$ cat src/rtl/strap_pinmux_pkg.sv
package strap_pinmux_pkg;

  typedef enum logic [1:0] {
    FN_GPIO = 2'd0,
    FN_PRI  = 2'd1,
    FN_SEC  = 2'd2,
    FN_TER  = 2'd3
  } pinFn_e;

  // Field order is the software-visible layout of configuration word 0.
  typedef struct packed {
    logic [1:0] linkWidth;
    logic       linkEn;
    logic       hostEn;
    logic       storageEn;
    logic [4:0] addrWidth;
  } muxCfg_t;

  localparam int CFG_BITS = $bits(muxCfg_t);
  localparam logic [1:0] BOOT_HOST = 2'b10;
  localparam logic WORD_CFG  = 1'b0;
  localparam logic WORD_STAT = 1'b1;

  // Pads claimed by the serial link (transmit plus receive lanes).
  function automatic logic [3:0] linkClaim(input logic [1:0] widthCode);
    case (widthCode)
      2'd0:    return 4'd2;
      2'd1:    return 4'd4;
      default: return 4'd8;
    endcase
  endfunction

endpackage

$ cat src/rtl/strap_pinmux_ctrl.sv
module strap_pinmux_ctrl
  import strap_pinmux_pkg::*;
#(
  parameter int ADDR_PINS = 19,
  parameter int DATA_PINS = 16,
  parameter int CTRL_PINS = 4,
  parameter int CS_PINS   = 2,
  parameter int REG_W     = 16,
  localparam int NUM_PINS = ADDR_PINS + DATA_PINS + CTRL_PINS + CS_PINS
) (
  input  logic                 clk,
  input  logic                 rstN,
  input  logic [4:0]           strapAddrWidth,
  input  logic [1:0]           strapBootSel,
  input  logic                 strapStorageEn,
  input  logic                 strapLinkEn,
  input  logic [1:0]           strapLinkWidth,
  input  logic                 busWe,
  input  logic                 busAddr,
  input  logic [REG_W-1:0]     busWdata,
  output logic [REG_W-1:0]     busRdata,
  output pinFn_e [NUM_PINS-1:0] pinSel
);

  localparam int SHARED_LO = ADDR_PINS;
  localparam int SHARED_HI = ADDR_PINS + DATA_PINS + CTRL_PINS;

  muxCfg_t cfgQ;
  muxCfg_t strapCfg;
  logic    contentionQ;
  logic    wrCfg, wrStat, clearReq;
  logic [NUM_PINS-1:0] conflictVec;
  logic    anyConflict;
  logic [3:0] claimPins;

  always_comb begin
    strapCfg.addrWidth = strapAddrWidth;
    strapCfg.storageEn = strapStorageEn;
    strapCfg.hostEn    = (strapBootSel == BOOT_HOST);
    strapCfg.linkEn    = strapLinkEn;
    strapCfg.linkWidth = strapLinkWidth;
  end

  assign wrCfg    = busWe && (busAddr == WORD_CFG);
  assign wrStat   = busWe && (busAddr == WORD_STAT);
  assign clearReq = wrStat && busWdata[0];

  always_ff @(posedge clk) begin
    if (!rstN) cfgQ <= strapCfg;
    else if (wrCfg) cfgQ <= muxCfg_t'(busWdata[CFG_BITS-1:0]);
  end

  always_ff @(posedge clk) begin
    if (!rstN) contentionQ <= 1'b0;
    else if (anyConflict) contentionQ <= 1'b1;
    else if (clearReq) contentionQ <= 1'b0;
  end

  assign claimPins = linkClaim(cfgQ.linkWidth);

  // Address pads: link (tertiary) over memory address (secondary) over GPIO.
  for (genvar i = 0; i < ADDR_PINS; i++) begin : g_addr
    logic terReq, secReq;
    assign terReq = cfgQ.linkEn && ((i + int'(claimPins)) >= ADDR_PINS);
    assign secReq = int'(cfgQ.addrWidth) > i;
    assign pinSel[i] = terReq ? FN_TER : (secReq ? FN_SEC : FN_GPIO);
    assign conflictVec[i] = terReq && secReq;
  end

  // Data and control pads: host over storage over memory.
  for (genvar i = SHARED_LO; i < SHARED_HI; i++) begin : g_shared
    assign pinSel[i] = cfgQ.hostEn ? FN_TER : (cfgQ.storageEn ? FN_SEC : FN_PRI);
    assign conflictVec[i] = cfgQ.hostEn && cfgQ.storageEn;
  end

  // Chip selects: host over memory.
  for (genvar i = SHARED_HI; i < NUM_PINS; i++) begin : g_cs
    assign pinSel[i] = cfgQ.hostEn ? FN_TER : FN_PRI;
    assign conflictVec[i] = 1'b0;
  end

  assign anyConflict = |conflictVec;

  always_comb begin
    busRdata = '0;
    if (busAddr == WORD_CFG) busRdata[CFG_BITS-1:0] = cfgQ;
    else busRdata[0] = contentionQ;
  end

  // the first cycle out of reset shows the straps of the last reset cycle
  assert_strap_capture_R1: assert property (@(posedge clk) disable iff (!rstN)
    $rose(rstN) |-> (cfgQ.addrWidth == $past(strapAddrWidth)) &&
                    (cfgQ.hostEn == ($past(strapBootSel) == BOOT_HOST)) &&
                    (cfgQ.linkWidth == $past(strapLinkWidth)));

  assert_write_apply_R2: assert property (@(posedge clk) disable iff (!rstN)
    wrCfg |=> (cfgQ == $past(busWdata[CFG_BITS-1:0])));

  assert_conflict_sets_R8: assert property (@(posedge clk) disable iff (!rstN)
    anyConflict |=> contentionQ);

  assert_flag_sticky_R8: assert property (@(posedge clk) disable iff (!rstN)
    (contentionQ && !clearReq) |=> contentionQ);

endmodule

$ cat src/rtl/strap_pinmux_datapath.sv
module strap_pinmux_datapath
  import strap_pinmux_pkg::*;
#(
  parameter int   NUM_PINS   = 41,
  parameter logic IDLE_LEVEL = 1'b0
) (
  input  logic                 clk,
  input  logic                 rstN,
  input  pinFn_e [NUM_PINS-1:0] pinSel,
  input  logic [NUM_PINS-1:0]  gpioOut,
  input  logic [NUM_PINS-1:0]  gpioOe,
  input  logic [NUM_PINS-1:0]  priOut,
  input  logic [NUM_PINS-1:0]  priOe,
  input  logic [NUM_PINS-1:0]  secOut,
  input  logic [NUM_PINS-1:0]  secOe,
  input  logic [NUM_PINS-1:0]  terOut,
  input  logic [NUM_PINS-1:0]  terOe,
  input  logic [NUM_PINS-1:0]  padIn,
  output logic [NUM_PINS-1:0]  padOut,
  output logic [NUM_PINS-1:0]  padOe,
  output logic [NUM_PINS-1:0]  gpioIn,
  output logic [NUM_PINS-1:0]  priIn,
  output logic [NUM_PINS-1:0]  secIn,
  output logic [NUM_PINS-1:0]  terIn
);

  // Value and enable come from the same select, so they switch together.
  always_comb begin
    padOut = '0;
    padOe  = '0;
    gpioIn = {NUM_PINS{IDLE_LEVEL}};
    priIn  = {NUM_PINS{IDLE_LEVEL}};
    secIn  = {NUM_PINS{IDLE_LEVEL}};
    terIn  = {NUM_PINS{IDLE_LEVEL}};
    for (int i = 0; i < NUM_PINS; i++) begin
      case (pinSel[i])
        FN_GPIO: begin padOut[i] = gpioOut[i]; padOe[i] = gpioOe[i]; gpioIn[i] = padIn[i]; end
        FN_PRI:  begin padOut[i] = priOut[i];  padOe[i] = priOe[i];  priIn[i]  = padIn[i]; end
        FN_SEC:  begin padOut[i] = secOut[i];  padOe[i] = secOe[i];  secIn[i]  = padIn[i]; end
        default: begin padOut[i] = terOut[i];  padOe[i] = terOe[i];  terIn[i]  = padIn[i]; end
      endcase
    end
  end

  for (genvar i = 0; i < NUM_PINS; i++) begin : g_chk
    // at most one function input ever leaves the idle level
    assert_input_isolate_R7: assert property (@(posedge clk) disable iff (!rstN)
      $onehot0({gpioIn[i] != IDLE_LEVEL, priIn[i] != IDLE_LEVEL,
                secIn[i] != IDLE_LEVEL, terIn[i] != IDLE_LEVEL}));
  end

endmodule

$ cat src/rtl/strap_pinmux.sv
module strap_pinmux
  import strap_pinmux_pkg::*;
#(
  parameter int ADDR_PINS = 19,
  parameter int DATA_PINS = 16,
  parameter int CTRL_PINS = 4,
  parameter int CS_PINS   = 2,
  parameter int REG_W     = 16,
  localparam int NUM_PINS = ADDR_PINS + DATA_PINS + CTRL_PINS + CS_PINS
) (
  input  logic                clk,
  input  logic                rstN,
  input  logic [4:0]          strapAddrWidth,
  input  logic [1:0]          strapBootSel,
  input  logic                strapStorageEn,
  input  logic                strapLinkEn,
  input  logic [1:0]          strapLinkWidth,
  input  logic                busWe,
  input  logic                busAddr,
  input  logic [REG_W-1:0]    busWdata,
  output logic [REG_W-1:0]    busRdata,
  input  logic [NUM_PINS-1:0] gpioOut,
  input  logic [NUM_PINS-1:0] gpioOe,
  output logic [NUM_PINS-1:0] gpioIn,
  input  logic [NUM_PINS-1:0] priOut,
  input  logic [NUM_PINS-1:0] priOe,
  output logic [NUM_PINS-1:0] priIn,
  input  logic [NUM_PINS-1:0] secOut,
  input  logic [NUM_PINS-1:0] secOe,
  output logic [NUM_PINS-1:0] secIn,
  input  logic [NUM_PINS-1:0] terOut,
  input  logic [NUM_PINS-1:0] terOe,
  output logic [NUM_PINS-1:0] terIn,
  input  logic [NUM_PINS-1:0] padIn,
  output logic [NUM_PINS-1:0] padOut,
  output logic [NUM_PINS-1:0] padOe
);

  pinFn_e [NUM_PINS-1:0] pinSel;

  strap_pinmux_ctrl #(
    .ADDR_PINS(ADDR_PINS), .DATA_PINS(DATA_PINS), .CTRL_PINS(CTRL_PINS),
    .CS_PINS(CS_PINS), .REG_W(REG_W)
  ) u_ctrl (
    .clk(clk), .rstN(rstN),
    .strapAddrWidth(strapAddrWidth), .strapBootSel(strapBootSel),
    .strapStorageEn(strapStorageEn), .strapLinkEn(strapLinkEn),
    .strapLinkWidth(strapLinkWidth),
    .busWe(busWe), .busAddr(busAddr), .busWdata(busWdata), .busRdata(busRdata),
    .pinSel(pinSel)
  );

  strap_pinmux_datapath #(.NUM_PINS(NUM_PINS), .IDLE_LEVEL(1'b0)) u_datapath (
    .clk(clk), .rstN(rstN), .pinSel(pinSel),
    .gpioOut(gpioOut), .gpioOe(gpioOe), .priOut(priOut), .priOe(priOe),
    .secOut(secOut), .secOe(secOe), .terOut(terOut), .terOe(terOe),
    .padIn(padIn), .padOut(padOut), .padOe(padOe),
    .gpioIn(gpioIn), .priIn(priIn), .secIn(secIn), .terIn(terIn)
  );

endmodule

$ cat config.mk
export PLATFORM = sky130hd
export DESIGN_NAME = strap_pinmux
export DESIGN_NICKNAME = d
export VERILOG_FILES = /design/src/rtl/strap_pinmux_pkg.sv /design/src/rtl/strap_pinmux_ctrl.sv /design/src/rtl/strap_pinmux_datapath.sv /design/src/rtl/strap_pinmux.sv
export SDC_FILE = /design/constraint.sdc
export NUM_CORES = 1
export LEC_CHECK = 0
export BUFFER_PORTS_ARGS = -buffer_cell sky130_fd_sc_hd__buf_2
export CORE_AREA = 2 2 256 258
export DETAILED_ROUTE_END_ITERATION = 6
export DIE_AREA = 0 0 258 260
export PLACE_DENSITY = 0.33
export SLEW_MARGIN = 20
export SYNTH_ARGS = -nofsm -noshare
export SYNTH_HDL_FRONTEND = slang
export SYNTH_HIERARCHICAL = 1
export SYNTH_SLANG_ARGS = --single-unit
export TNS_END_PERCENT = 10
$ cat constraint.sdc
create_clock -name clk -period 5.2 [get_ports clk]
set_input_delay 0.78 -clock clk [delete_from_list [all_inputs] [get_ports clk]]
set_output_delay 0.78 -clock clk [all_outputs]
set_load 0.1 [all_outputs]
Yosys cells after proc, flatten, opt, wreduce, memory -nomap -nowiden:

Index checks and enable logic that the tools add are counted.

* register bits: 11
* input bits: 400
* output and inout bits: 262
* logic and storage cells: 489

* add/sub/neg operators: 18
* $lt $le $gt $ge: 38
* eq/ne operators: 45
* muxes and demuxes: 294
* bitwise gates (word level): 1
* reductions and logical operators: 87

Operators by type and width (number)
* 32-bit by 6-bit >= comparator with 1-bit output (second input constant): 18
* 1-bit one-hot mux with 3 select lines: 82
* 1-bit 2-to-1 mux: 167
* 2-bit 2-to-1 mux: 41
* 3-bit OR reduction: 21
* 2-bit by 1-bit == test with 1-bit output (second input constant): 22
* 2-bit == test (second input constant): 22
* 2-bit zero test: 22
* 1-bit logical AND: 42
* 4-bit by 4-bit adder with 5-bit output (first input constant): 8
* 5-bit by 4-bit greater-than comparator with 1-bit output (second input constant): 8
* 3-bit by 4-bit adder with 5-bit output (first input constant): 4
* 5-bit by 3-bit greater-than comparator with 1-bit output (second input constant): 4
* 10-bit 2-to-1 mux: 2
* 20-bit OR reduction: 1
* 5-bit by 4-bit adder with 6-bit output (first input constant): 3
* 5-bit greater-than comparator (second input constant): 3
* 2-bit by 4-bit adder with 5-bit output (first input constant): 2
* 5-bit by 1-bit greater-than comparator with 1-bit output (second input constant): 2
* 5-bit by 2-bit greater-than comparator with 1-bit output (second input constant): 2
* 9-bit 2-to-1 mux: 1
* 4-bit one-hot mux with 2 select lines: 1
* 1-bit by 4-bit adder with 5-bit output (first input constant): 1
* 4-bit by 5-bit >= comparator with 1-bit output (second input constant): 1
* other kinds (3): 3

Longest topological paths before layout:

* depth after elaboration: 9
* mapped depth: 10
* mapped depth without buffers: 10

Modules after synthesis:

The synthesis kept the hierarchy.

Modules (own cells, without submodules)
* strap_pinmux_datapath: instances 1, cells each 246, area an instance 3590.9 sq um, sequential area each 0.0 sq um
* strap_pinmux_ctrl: instances 1, cells each 212, area an instance 1631.6 sq um, sequential area each 320.3 sq um

Worst setup path after synthesis:

OpenSTA, ideal clock, no wires.

* kind: reg2out
* start: register u_ctrl/cfgQ[8] in the netlist's numbering
* end: output gpioIn[4]
* arrival: 4.086 ns
* required time: 4.420 ns
* slack: 0.334 ns
* stages on the path, launching flop included: 8
* buffers on the path: 0
* path through: edfxtp_1 > or2_1 > ha_1 > and2b_1 > and3_1 > nor3_1 > nand2_1 > nor3b_1

RTL lines
* from (decl): line strap_pinmux_ctrl.sv:28 `muxCfg_t cfgQ;`
* from (signal assigned): line strap_pinmux_ctrl.sv:49 `if (!rstN) cfgQ <= strapCfg;`
* from (signal assigned): line strap_pinmux_ctrl.sv:50 `else if (wrCfg) cfgQ <= muxCfg_t'(busWdata[CFG_BITS-1:0]);`
* to (decl): line strap_pinmux.sv:24 `output logic [NUM_PINS-1:0] gpioIn,`

Worst setup path after layout:

* start: register u_ctrl/cfgQ[8] in the netlist's numbering
* end: output padOut[8]

* longest elaborated chain between the ends: 8
* elaborated cells between the ends (all ways): 11
* those cells by class: 1 x add/sub; 1 x order compare; 3 x eq/ne; 3 x mux; 3 x reduce/logical

RTL lines
* 2-bit by 1-bit == test with 1-bit output / 2-bit zero test (equally long branches): line strap_pinmux_pkg.sv:26 `case (widthCode)`
* 4-bit one-hot mux with 2 select lines (*): line strap_pinmux_pkg.sv:26
* 4-bit by 4-bit adder with 5-bit output (*): line strap_pinmux_ctrl.sv:64 `assign terReq = cfgQ.linkEn && ((i + int'(claimPins)) >= ADDR_PINS);`
* 32-bit by 6-bit >= comparator with 1-bit output (*): line strap_pinmux_ctrl.sv:64
* 1-bit logical AND (*): line strap_pinmux_ctrl.sv:64
* 2-bit 2-to-1 mux (*): line strap_pinmux_ctrl.sv:66 `assign pinSel[i] = terReq ? FN_TER : (secReq ? FN_SEC : FN_GPIO);`
* 2-bit == test, or another cell as far along: line strap_pinmux_datapath.sv:36 `case (pinSel[i])`
* 1-bit one-hot mux with 3 select lines (*): line strap_pinmux_datapath.sv:36
* to (decl): line strap_pinmux.sv:35 `output logic [NUM_PINS-1:0] padOut,`

Mark *: on every way between the ends. The rest lies on a longest branch, timed or not.

==> flow_metrics.env <==
export IMPL_status="complete, but fails checks"
export IMPL_violations="max-slew violations"
export IMPL_utilization_pct=14.25
export IMPL_cap_violations=0
export IMPL_tritoncts="built"
export IMPL_postCtsSetupRepairBufs=0
export IMPL_cp_arrival_ps=3400
export IMPL_setup_viol=0
export IMPL_syn_area_per_cell_um2=11.40
export IMPL_wl_per_cell_um=18.49
export IMPL_die_y_um=260
export IMPL_multiInputGateArea_um2=4327
export IMPL_ctsHtreeMaxLevel=1
export IMPL_start_kind="register"
export IMPL_use_met3_pct=1.803
export IMPL_grt_busiest_layer="met2"
export IMPL_yosysWarnings=6
export IMPL_wirelength_um=35060
export IMPL_seqCellArea_um2=320.3
export IMPL_antenna_cells=0
export IMPL_max_stage_delay_ps=720
export IMPL_crit_fanout=12
export IMPL_worst_path_max_delay_cell="mux4_1"
export IMPL_cp_required_ps=4420
export IMPL_worst_setup_path_end_kind="primary output"
export IMPL_viasPerCell=3.436
export IMPL_rsz0062_at_grt="no"
export IMPL_layout_common_cells="buf_2 (637), mux4_1 (82), and3b_2 (82)"
export IMPL_p_per_area_nw_per_um2=307.5
export IMPL_final_cells=1896
export IMPL_tns_ps=0
export IMPL_finalNetCount=1446
export IMPL_routabilityCongestion=0.8170
export IMPL_final_common_cell="buf_2"
export IMPL_synth_edf_count=10
export IMPL_relSlewSlack_pct=-104.1
export IMPL_grt_pass1_vias=6480
export IMPL_syn_cell_area_um2=5223
export IMPL_p_leak_nw=5.005
export IMPL_min_path_type="in2reg"
export IMPL_coreArea_um2=64120
export IMPL_drive_above_1_share_pct=75.12
export IMPL_grt_ovfl_total=0
export IMPL_clk_pin_slew_ps=40
export IMPL_clk_latency_ps=240
export IMPL_clock_sinks=11
export IMPL_min_period_ps=4179
export IMPL_syn_inst=458
export IMPL_vias=6514
export IMPL_syn_to_final_growth_pct=74.99
export IMPL_num_rows=93
export IMPL_grt_pass1_wl_um=46280
export IMPL_cts_inserted_buffers=3
export IMPL_die_area_um2=67080
export IMPL_start_util_pct=8.146
export IMPL_cts_hold_buf=0
export IMPL_drt_iter0_drc=204
export IMPL_hold_viol=0
export IMPL_antenna_found_initial=14
export IMPL_synthFlopType="edfxtp_1"
export IMPL_synthArstFlopShare_pct=0
export IMPL_clock_path_buffers=2
export IMPL_track_usage_pct=9.393
export IMPL_detail_route_antenna_nets=0
export IMPL_firstDrtPassIters=4
export IMPL_clock_skew_ps=1.638
export IMPL_clock_root_buffer="clkbuf_16"
export IMPL_drc=0
export IMPL_clock_fmax_mhz=239.3
export IMPL_port_buffer_count=637
export IMPL_fin_crit_sh_pct=80.36
export IMPL_crit_chain="or2_1, ha_1, and2b_1, and3_1, mux4_1, buf_2"
export IMPL_ios=662
export IMPL_post_place_cells=1892
export IMPL_die_w_um=258
export IMPL_seqPwrFrac_pct=4.7
export IMPL_switchingPower_mw=2.076
export IMPL_critical_path_class="reg2out"
export IMPL_gr_usage_met1_pct=11.50
export IMPL_ys_seq_elements=11
export IMPL_peakVddDrop_mv=0.1317
export IMPL_power_frac_clock_pct=4.9
export IMPL_tightest_slew_ps=3054
export IMPL_p_comb_share_pct=90.3
export IMPL_p_sw_share_pct=73.87
export IMPL_p_int_mw=0.7342
export IMPL_slew_viol_final=2
export IMPL_filler_cell_count=7379
export IMPL_final_setup_worst_slack_ps=1021
export IMPL_grt_util_met2_pct=17.40
export IMPL_pre_cts_ws_ps=1234
export IMPL_ys_types=41
export IMPL_dpl_hpwl_um=31310
export IMPL_seq_area_frac_synth_pct=6.133
export IMPL_grt_max_degree=77
export IMPL_ctsResizeCount=0
==> through the flow <==
step / power (mW) / hold WS [ps] / cell area (um2)
floorplan: 2.230 / 610.3 / 5260
global route: 2.909 / 855.8 / 9139
finish: 2.810 / 839.3 / 9139
global placement: 2.690 / 846.3 / 9060
CTS: 2.834 / 836.7 / 9139
detailed placement: 2.690 / 858.4 / 9060
==> final timing paths <==
kind / startpoint / to / slack [ps] / cells past startpoint
worst max-delay path: u_ctrl/cfgQ[8] / padOut[8] / 1020 / 6
worst min-delay path: strapAddrWidth[2] / u_ctrl/cfgQ[2] / 840 / 2
worst max register to register: u_ctrl/cfgQ[8] / u_ctrl/contentionQ / 2240 / 8
worst min register to register: u_ctrl/contentionQ / u_ctrl/contentionQ / 860 / 4
==> logic make-up after synthesis <==
| logic type | after synthesis | share of synthesized area (%) |
|---|---|---|
| compound gates | 26 | 3.402 |
| flops | 11 | 6.133 |
| other cells | 2 | 0.1438 |
| buf+inv | 93 | 11.93 |
| simple gates | 230 | 34.02 |
| mux | 92 | 43.41 |
| fa+ha+maj | 4 | 0.9584 |
==> power groups by stage <==
stage / Sequential, mW / Combinational [mW] / Clock (mW)
after floorplan: 0.117 / 2.11 / 0
after global placement: 0.134 / 2.56 / 0
after detailed placement: 0.135 / 2.55 / 0
after CTS: 0.134 / 2.56 / 0.141
after global routing: 0.135 / 2.63 / 0.145
final: 0.132 / 2.54 / 0.139
==> registers in the layout (all words and copies together) (netlist names) <==
name and cells:
u_ctrl/cfgQ 10, u_ctrl/contentionQ 1
==> cell type report <==
class / instances / area share (%)
Clock buffer: 4 / 0.8625
Sequential cell: 11 / 3.505
Inverter: 12 / 0.4929
Tap cell: 855 / 11.71
Timing Repair Buffer: 650 / 36.09
Multi-Input combinational cell: 364 / 47.34
==> worst max-delay path: cells and delay by family (launching register included) <==
kind | cells | cell delay [ps]
simple gates | 3 | 1180
buf+inv | 1 | 330
fa+ha+maj | 1 | 380
mux | 1 | 720
flops | 1 | 530
==> layer usage <==
| layer | wire (um) | up-vias |
|---|---|---|
| li1 | - | 3012 |
| met1 | 14260 | 3086 |
| met2 | 17790 | 390 |
| met3 | 2582 | 20 |
| met4 | 383 | 6 |
| met5 | 40 | - |
==> synth_stat cells, drive strengths merged, types with 4 or more instances <==
cell / n / area share [%]
nand2: 18 / 1.3
and3: 44 / 6.3
and3b: 82 / 16
nor3b: 41 / 5.9
clkbuf: 9 / 0.65
mux2: 10 / 2.2
inv: 12 / 0.86
edfxtp: 10 / 5.7
ha: 4 / 0.96
nand3: 5 / 0.48
nor2: 8 / 0.58
a31oi: 4 / 0.48
nand2b: 6 / 0.72
nor2b: 13 / 1.6
mux4: 82 / 41
o21ai: 10 / 0.96
buf: 72 / 10
(Power assumes the default switching activity.)
